**config.mk**
```make
export PLATFORM = sky130hd
export DESIGN_NAME = pps_seq
export DESIGN_NICKNAME = d
export VERILOG_FILES = /design/src/rtl/pps_pkg.sv /design/src/rtl/pps_cond_eval.sv /design/src/rtl/pps_window_fsm.sv /design/src/rtl/pps_flag_reg.sv /design/src/rtl/pps_seq.sv
export SDC_FILE = /design/constraint.sdc
export NUM_CORES = 1
export LEC_CHECK = 0
export BUFFER_PORTS_ARGS = -buffer_cell sky130_fd_sc_hd__buf_2
export CAP_MARGIN = 30
export CORE_MARGIN = 3
export CORE_UTILIZATION = 48
export CTS_BUF_LIST = sky130_fd_sc_hd__clkbuf_2 sky130_fd_sc_hd__clkbuf_4 sky130_fd_sc_hd__clkbuf_8
export DETAILED_ROUTE_END_ITERATION = 8
export PLACE_DENSITY_LB_ADDON = 0.1
export RECOVER_POWER = 100
export SLEW_MARGIN = 20
export SYNTH_ARGS = -nofsm -noshare
export SYNTH_HDL_FRONTEND = slang
export SYNTH_HIERARCHICAL = 1
export SYNTH_SLANG_ARGS = --single-unit
```
**constraint.sdc**
```tcl
create_clock -name clk -period 1.75 [get_ports clk]
set_input_delay 0 -clock clk [delete_from_list [all_inputs] [get_ports clk]]
set_output_delay 0 -clock clk [all_outputs]
set_load 0.01 [all_outputs]
```
**src/rtl/pps_pkg.sv**
```systemverilog
package pps_pkg;

    localparam int CODE_W = 4;

    typedef enum logic [CODE_W-1:0] {
        C_ZSET  = 4'd0,
        C_ZCLR  = 4'd1,
        C_CSET  = 4'd2,
        C_CCLR  = 4'd3,
        C_NSET  = 4'd4,
        C_NCLR  = 4'd5,
        C_VSET  = 4'd6,
        C_VCLR  = 4'd7,
        C_UHI   = 4'd8,
        C_ULS   = 4'd9,
        C_SGE   = 4'd10,
        C_SLT   = 4'd11,
        C_SGT   = 4'd12,
        C_ALW   = 4'd13,
        C_ALW2  = 4'd14,
        C_ALW3  = 4'd15
    } cond_e;

    typedef enum logic {
        ST_IDLE = 1'b0,
        ST_WIN  = 1'b1
    } win_state_e;

    typedef struct packed {
        logic n;
        logic z;
        logic c;
        logic v;
    } flags_t;

endpackage

```
**src/rtl/pps_cond_eval.sv**
```systemverilog
module pps_cond_eval
    import pps_pkg::*;
(
    input  logic [CODE_W-1:0] code,
    input  flags_t            flg,
    output logic              hit
);

    logic sgn_eq;

    always_comb begin
        sgn_eq = (flg.n == flg.v);
        case (cond_e'(code))
            C_ZSET:  hit = flg.z;
            C_ZCLR:  hit = !flg.z;
            C_CSET:  hit = flg.c;
            C_CCLR:  hit = !flg.c;
            C_NSET:  hit = flg.n;
            C_NCLR:  hit = !flg.n;
            C_VSET:  hit = flg.v;
            C_VCLR:  hit = !flg.v;
            C_UHI:   hit = flg.c && !flg.z;
            C_ULS:   hit = !flg.c || flg.z;
            C_SGE:   hit = sgn_eq;
            C_SLT:   hit = !sgn_eq;
            C_SGT:   hit = !flg.z && sgn_eq;
            default: hit = 1'b1;
        endcase
    end

endmodule

```
**src/rtl/pps_window_fsm.sv**
```systemverilog
module pps_window_fsm
    import pps_pkg::*;
#(
    parameter int NUM_SLOTS = 4
) (
    input  logic                 clk,
    input  logic                 rst_n,
    input  logic                 flush,
    input  logic                 pfx_valid,
    input  logic [CODE_W-1:0]    pfx_cond,
    input  logic [NUM_SLOTS-1:0] pfx_mask,
    input  logic                 ins_valid,
    output logic                 active,
    output logic                 slot_inv,
    output logic [CODE_W-1:0]    base_cond,
    output logic                 seq_err
);

    localparam int SH_W = NUM_SLOTS + 1;

    win_state_e          state_q, state_d;
    logic [SH_W-1:0]     sh_q, sh_d, sh_step;
    logic [CODE_W-1:0]   cond_q, cond_d;
    logic                err_q, err_d;

    // state register
    always_ff @(posedge clk) begin
        if (!rst_n) begin
            state_q <= ST_IDLE;
            sh_q    <= '0;
            cond_q  <= '0;
            err_q   <= 1'b0;
        end else begin
            state_q <= state_d;
            sh_q    <= sh_d;
            cond_q  <= cond_d;
            err_q   <= err_d;
        end
    end

    // transitions: OPEN, STEP, LAST, FLUSH, ILLEGAL
    always_comb begin
        state_d = state_q;
        sh_d    = sh_q;
        cond_d  = cond_q;
        err_d   = 1'b0;
        sh_step = {sh_q[SH_W-2:0], 1'b0};
        unique case (state_q)
            ST_IDLE: begin
                if (!flush && pfx_valid && (pfx_mask != '0)) begin
                    state_d = ST_WIN;
                    sh_d    = {1'b0, pfx_mask};
                    cond_d  = pfx_cond;
                end
            end
            ST_WIN: begin
                if (flush) begin
                    state_d = ST_IDLE;
                    sh_d    = '0;
                end else if (pfx_valid) begin
                    err_d = 1'b1;
                end else if (ins_valid) begin
                    if (sh_step[SH_W-2:0] == '0) begin
                        state_d = ST_IDLE;
                        sh_d    = '0;
                    end else begin
                        sh_d = sh_step;
                    end
                end
            end
        endcase
    end

    // outputs
    always_comb begin
        active    = (state_q == ST_WIN);
        slot_inv  = sh_q[SH_W-1];
        base_cond = cond_q;
        seq_err   = err_q;
    end

endmodule

```
**src/rtl/pps_flag_reg.sv**
```systemverilog
module pps_flag_reg
    import pps_pkg::*;
(
    input  logic   clk,
    input  logic   rst_n,
    input  logic   wr_en,
    input  flags_t wr_val,
    output flags_t val
);

    always_ff @(posedge clk) begin
        if (!rst_n) val <= '0;
        else if (wr_en) val <= wr_val;
    end

endmodule

```
**src/rtl/pps_seq.sv**
```systemverilog
module pps_seq
    import pps_pkg::*;
#(
    parameter int NUM_SLOTS = 4
) (
    input  logic                 clk,
    input  logic                 rst_n,
    input  logic                 exc_flush,
    input  logic                 pfx_valid,
    input  logic [3:0]           pfx_cond,
    input  logic [NUM_SLOTS-1:0] pfx_mask,
    input  logic                 ins_valid,
    input  logic                 ins_sets_flags,
    input  logic [3:0]           ins_flags,
    output logic                 exec_en,
    output logic                 win_active,
    output logic                 seq_err,
    output logic [3:0]           cur_flags
);

    logic              slot_inv;
    logic [CODE_W-1:0] base_cond;
    logic              cond_hit;
    flags_t            flg_q;

    pps_window_fsm #(.NUM_SLOTS(NUM_SLOTS)) fsm_i (
        .clk       (clk),
        .rst_n     (rst_n),
        .flush     (exc_flush),
        .pfx_valid (pfx_valid),
        .pfx_cond  (pfx_cond),
        .pfx_mask  (pfx_mask),
        .ins_valid (ins_valid),
        .active    (win_active),
        .slot_inv  (slot_inv),
        .base_cond (base_cond),
        .seq_err   (seq_err)
    );

    pps_cond_eval eval_i (
        .code (base_cond),
        .flg  (flg_q),
        .hit  (cond_hit)
    );

    always_comb begin
        exec_en = ins_valid && (win_active ? (cond_hit ^ slot_inv) : 1'b1);
    end

    pps_flag_reg flags_i (
        .clk    (clk),
        .rst_n  (rst_n),
        .wr_en  (exec_en && ins_sets_flags),
        .wr_val (flags_t'(ins_flags)),
        .val    (flg_q)
    );

    assign cur_flags = flg_q;

endmodule

```
==> results.toml, run 1 <==
[sta]
fin_crit_ps = 1913
worst_slack_ps = -163.0
max_freq_ghz = 0.5227
finalHoldViolations = 0
worst_pin_slew_ps = 409.9
slew_violations = 0
setup_viol = 5
fin_crit_sh_pct = 109.3
rsz0062_at_grt = "yes"
clock_skew_ps = 7.175
max-slew-margin-rel_pct = 72.56

[final_layout]
multi_input_comb_area_um2 = 586.8
nNetsFinal = 156
post-route-util_pct = 78.49
area_growth_pct = 43.20
drive_above_1_share_pct = 38.69
seq_area_um2 = 312.8
fillers = 117
antennaDiodeCount = 0

[synthesis]
postSynthRegisterBits = 15
synth_area_um2 = 883.3
synth_top_area_share_pct = 33.99
synth-main-ff-cell = "dfxtp_1"
synthesis.nets = 112
synth_edf_count = 0
syn_inst = 94
synthTopCellsByCount = "15 x dfxtp_1, 11 x mux2i_1, 11 x nor2b_1"
synth_top_area_cell = "dfxtp_1"
synth_cell_type_count = 32
yosysWarnings = 6
ys_async_sr_fraction_pct = 0
yosysMostFrequentCell = "dfxtp_1"
avgSynthCellArea_um2 = 9.397
yosysSeqAreaShare_pct = 33.99
ys_top_cells_by_area = "dfxtp_1 34%, mux2i_1 12%, nor2b_1 7.8%"

[detailed_routing]
wirelength_um = 2143
ant_nets = 0
drtPass1Iterations = 4
drc = 0
wl_per_cell_um = 13.31
vias = 829
drt_iter0_drc = 8
viasPerCell = 5.149

[clocking]
cts_made_buffers = 3
h-tree-depth = 1
cts_root_buffer = "clkbuf_4"
insertion_delay_ps = 280
cts_tree = "built"
clk_pin_slew_ps = 90
post-cts-setup-buffers = 0
cts_sinks = 15
clockBufferDepth = 2

[global_route]
antenna_found_initial = 0
met3_usage_pct = 4.281
grtUsageMet2_pct = 33.03
grt_usage_pct = 18.72
grt_pass1_wl_um = 3519
grtUsageMet1_pct = 22.86
grt_remaining_overflow = 0
grt.busiest_layer = "met2"
grt_pass1_vias = 828
grt_max_degree = 18

[power_and_ir_drop]
ir_worst_vdd_v = 0.0005025
p_sw_share_pct = 27.92
p_sw_uw = 211.0
power_density_mw_per_mm2 = 597.5
p_leak_nw = 0.5274
p_seq_share_pct = 50.7
clkPwrFrac_pct = 25.1
power_frac_comb_pct = 24.1
fin_total_pwr_uw = 755.8
intPower_uw = 544.7

[setup_path]
crit_fanout = 4
critPathArrivalTime_ps = 2080
path_class = "reg2reg"
cp-end-kind = "flop"
start_kind = "flop"
required_ps = 1920

[die]
ioPinCount = 25
fp-row-count = 14
start_util_pct = 54.81
core_area_mm2 = 0.001612
die_area_mm2 = 0.002391
die_w_um = 48.90
die_h_um = 48.90

[placement]
hpwl_um = 1498
place.gp.congestion = 0.8799
portBuffers = 24

[worst_hold_path]
hp-class = "in2reg"

[run_status]
status = "complete, but fails checks"
violations = "negative setup slack"

[run]
drv_cap = 0
==> critical path, cell delays in order, from the launching register on <==
cell and delay (ps):
dfxtp_4 370, xor2_4 190, and3_4 180, o31ai_4 170, o311ai_2 140, xnor2_1 170, a21oi_1 160, buf_4 170
mux2i_1 190, nor2b_1 60
==> layer usage <==
layer | up-vias | part of all wire (%)
met5 | - | 0
met4 | 0 | 0.84
met3 | 2 | 3.5
met2 | 19 | 50
met1 | 389 | 46
li1 | 419 | -
==> power groups by stage <==
stage               clock [mW]  sequential, mW  combinational, mW
floorplan                    0           0.385             0.0958
global placement             0           0.386              0.151
CTS                      0.216           0.381              0.171
global route             0.219           0.387              0.199
finish                   0.190           0.383              0.182
detailed placement           0           0.388              0.153
==> metrics by stage <==
stage	std cells	TNS (ps)	setup slack, ps	instance area (µm²)	hold WS [ps]
floorplan	94	-73.82	-18.55	898.4	126.8
global placement	147	-599.3	-161.6	1075	256.8
detailed placement	147	-752.5	-204.1	1075	263.4
CTS	161	-744.0	-187.5	1210	61.93
global route	161	-1579	-347.5	1265	91.50
finish	161	-777.7	-163.0	1265	102.7
==> area by class of cell <==
| class | count | area share, % |
|---|---|---|
| Clock buffer | 3 | 1.780 |
| Inverter | 4 | 1.187 |
| Sequential cell | 15 | 24.73 |
| Multi-Input combinational cell | 70 | 46.39 |
| Clock inverter | 1 | 0.3956 |
| Tap cell | 24 | 2.374 |
| Timing Repair Buffer | 44 | 23.15 |
==> what timing repair did <==
action	4_1_cts	5_1_grt
hold buffers	10	0
gates cloned	0	0
gates resized for setup	3	12
setup endpoints to repair	5	5
pin swaps	2	1
hold endpoints to repair	10	0
==> path summary, 6_finish.rpt <==
kind | start | end | slack (ps) | cells after the start
max | flags_i/val[0]$_SDFFE_PN0P_ | flags_i/val[2]$_SDFFE_PN0P_ | -160 | 9
min | rst_n | fsm_i/sh_q[2]$_SDFFE_PN0P_ | 100 | 2
max reg2reg | flags_i/val[0]$_SDFFE_PN0P_ | flags_i/val[2]$_SDFFE_PN0P_ | -160 | 9
min reg2reg | fsm_i/sh_q[0]$_SDFFE_PN0P_ | fsm_i/sh_q[0]$_SDFFE_PN0P_ | 480 | 2
==> flip-flops by register name (all words and copies together) (netlist names) <==
| name | cells |
|---|---|
| fsm_i/active | 1 |
| fsm_i/base_cond | 4 |
| fsm_i/sh_q | 5 |
| fsm_i/seq_err | 1 |
| flags_i/val | 4 |
==> kinds of logic after synthesis <==
group                  Yosys count  synth area share (%)
AND/OR/NAND/NOR                 40                 30.88
AO/OA/AOI/OAI                   16                 12.47
flip-flops                      15                 33.99
multiplexers                    11                 12.47
buffers and inverters            9                 7.223
XOR/XNOR                         3                 2.975
==> cells in the final DEF, fill, tap and decap left out, types with 2 or more instances in the layout <==
cell	instances
inv_1	4
nor2b_1	11
xnor2_1	2
buf_4	10
dfxtp_1	11
a21oi_1	2
o211a_1	2
nand2_1	9
o21ai_0	2
dfxtp_4	3
nand3b_1	5
buf_2	22
clkbuf_1	2
o221ai_1	2
dlygate4sd3_1	10
clkbuf_4	3
o21ai_2	2
nand2b_1	2
mux2i_1	11
Power figures use the tool's default switching activity.
==> run 2: changes to the inputs <==
Settings changed: CORE_UTILIZATION 48 to 45, CTS_BUF_LIST sky130_fd_sc_hd__clkbuf_2 sky130_fd_sc_hd__clkbuf_4 sky130_fd_sc_hd__clkbuf_8 to default.
==> run 2 against run 1 <==
The flow still finishes with violations (negative setup slack). Clock skew fell by 6.7 ps. Non-clock buffer count did not move. Cell count grew 0.62%. Routed wire length up 2.1%. Combinational power shrank 5%. Sequential share of layout area grew 0.42 points. Critical path type unchanged.
==> results.toml, run 2 (synthesis gave the netlist of run 1 again) <==
[run_status]
status = "complete, but fails checks"
violations = "negative setup slack"

[clocking]
post-cts-setup-buffers = 0
cts_tree = "built"
cts_root_buffer = "clkbuf_4"
cts_made_buffers = 3
h-tree-depth = 1
clk_pin_slew_ps = 90
cts_sinks = 15
insertion_delay_ps = 280
clockBufferDepth = 2

[die]
die_h_um = 50.31
ioPinCount = 25
core_area_mm2 = 0.001783
start_util_pct = 49.54
fp-row-count = 15
die_w_um = 50.31
die_area_mm2 = 0.002531

[final_layout]
nNetsFinal = 156
top_register = "fsm_i/sh_q"
drive_above_1_share_pct = 34.31
fillers = 146
final_area_mm2 = 0.001234
final_cell_mix = "22 x buf_2, 11 x mux2i_1, 11 x nor2b_1, 11 x dfxtp_1, 10 x dlygate4sd3_1"
antennaDiodeCount = 0
final_common_cell = "buf_2"
area_growth_pct = 39.66
largest_reg_flops = 5

[setup_path]
start_kind = "flop"
crit_fanout = 4
required_ps = 1930
critPathArrivalTime_ps = 2140
cp-end-kind = "flop"
path_class = "reg2reg"

[global_route]
grt_max_degree = 18
grt_pass1_wl_um = 3753
grt_pass1_vias = 833
antenna_found_initial = 0
grt_remaining_overflow = 0
grt_usage_pct = 19.45

[power_and_ir_drop]
fin_total_pwr_uw = 757.8
p_leak_nw = 0.5122
p_seq_share_pct = 50.4
power_density_mw_per_mm2 = 614.3
intPower_uw = 543.6
clkPwrFrac_pct = 26.8
p_sw_uw = 214.2
ir_worst_vdd_v = 0.0003828
p_sw_share_pct = 28.27
power_frac_comb_pct = 22.8

[sta]
clock_skew_ps = 0.4917
fin_crit_ps = 1960
rsz0062_at_grt = "yes"
max-slew-margin-rel_pct = 47.14
worst_pin_slew_ps = 782.0
worst_slack_ps = -210.1
finalHoldViolations = 0
finalSetupTns_ps = -886.5
slew_violations = 0
fin_crit_sh_pct = 112.0
setup_viol = 5
max_freq_ghz = 0.5102
worst_hold_slack_ps = 82.12

[detailed_routing]
wirelength_um = 2187
vias = 839
drt_iter0_drc = 18
viasPerCell = 5.179
wl_per_cell_um = 13.50
drtPass1Iterations = 4
drc = 0
ant_nets = 0

[worst_hold_path]
hp-class = "in2reg"

[placement]
pre_cts_slack_ps = -179.3
place.gp.congestion = 0.8803
hpwl_um = 1481
place_area_mm2 = 0.001076
portBuffers = 24

[run]
drv_cap = 0
[run 2: what timing repair did]
item,in CTS,in global routing
gates resized for setup,4,6
hold endpoints to repair,10,0
endpoints found under the setup margin,5,5
pin swaps,0,4
gates cloned,0,0
hold buffers,10,0
[run 2: metrics by stage]
stage	util, %	std cells
after floorplan	-	94
after CTS	67.93	162
final	69.19	162
after global placement	60.35	148
after detailed placement	60.35	148
after global routing	69.19	162
[run 2: power by group through the flow]
| stage | registers (mW) | clock network (mW) | logic (mW) |
|---|---|---|---|
| 2_1_floorplan | 0.385 | 0 | 0.0958 |
| 6_report | 0.382 | 0.203 | 0.173 |
| 4_1_cts | 0.380 | 0.213 | 0.169 |
| 3_3_place_gp | 0.386 | 0 | 0.149 |
| 5_1_grt | 0.386 | 0.224 | 0.191 |
| 3_5_place_dp | 0.387 | 0 | 0.150 |
[run 2: worst paths after layout]
check                                                  from                     endpoint  slack (ps)  cells past startpoint
worst max-delay path            flags_i/val[0]$_SDFFE_PN0P_  flags_i/val[2]$_SDFFE_PN0P_        -210                      9
worst min-delay path                                  rst_n   fsm_i/sh_q[2]$_SDFFE_PN0P_          80                      2
worst max register to register  flags_i/val[0]$_SDFFE_PN0P_  flags_i/val[2]$_SDFFE_PN0P_        -210                      9
worst min register to register   fsm_i/sh_q[3]$_SDFFE_PN0P_   fsm_i/sh_q[3]$_SDFFE_PN0P_         480                      2
[run 2: critical path, stage by stage, from the launching register on]
cell,delay (ps)
dfxtp_4,370
xor2_4,190
and3_4,180
o31ai_4,220
o311ai_2,150
xnor2_1,170
a21oi_1,160
buf_4,160
mux2i_1,200
nor2b_1,60
[run 2: per-layer routing]
| metal | global-route usage (%) | routed length (µm) | share of wire [%] | vias to the layer above |
|---|---|---|---|---|
| li1 | - | - | - | 419 |
| met1 | 24.50 | 1006 | 46 | 387 |
| met2 | 31.74 | 1022 | 47 | 25 |
| met3 | 2.967 | 95 | 4.3 | 8 |
| met4 | 10.31 | 63 | 2.9 | 0 |
| met5 | 0 | 0 | 0 | - |
[run 2: area by class of cell]
type | count | area [µm²] | share of cell area, %
Multi-Input combinational cell | 70 | 561.8 | 45.54
Sequential cell | 15 | 310.3 | 25.15
Timing Repair Buffer | 44 | 289.0 | 23.43
Tap cell | 25 | 31.28 | 2.536
Clock buffer | 4 | 26.28 | 2.130
Inverter | 4 | 15.01 | 1.217
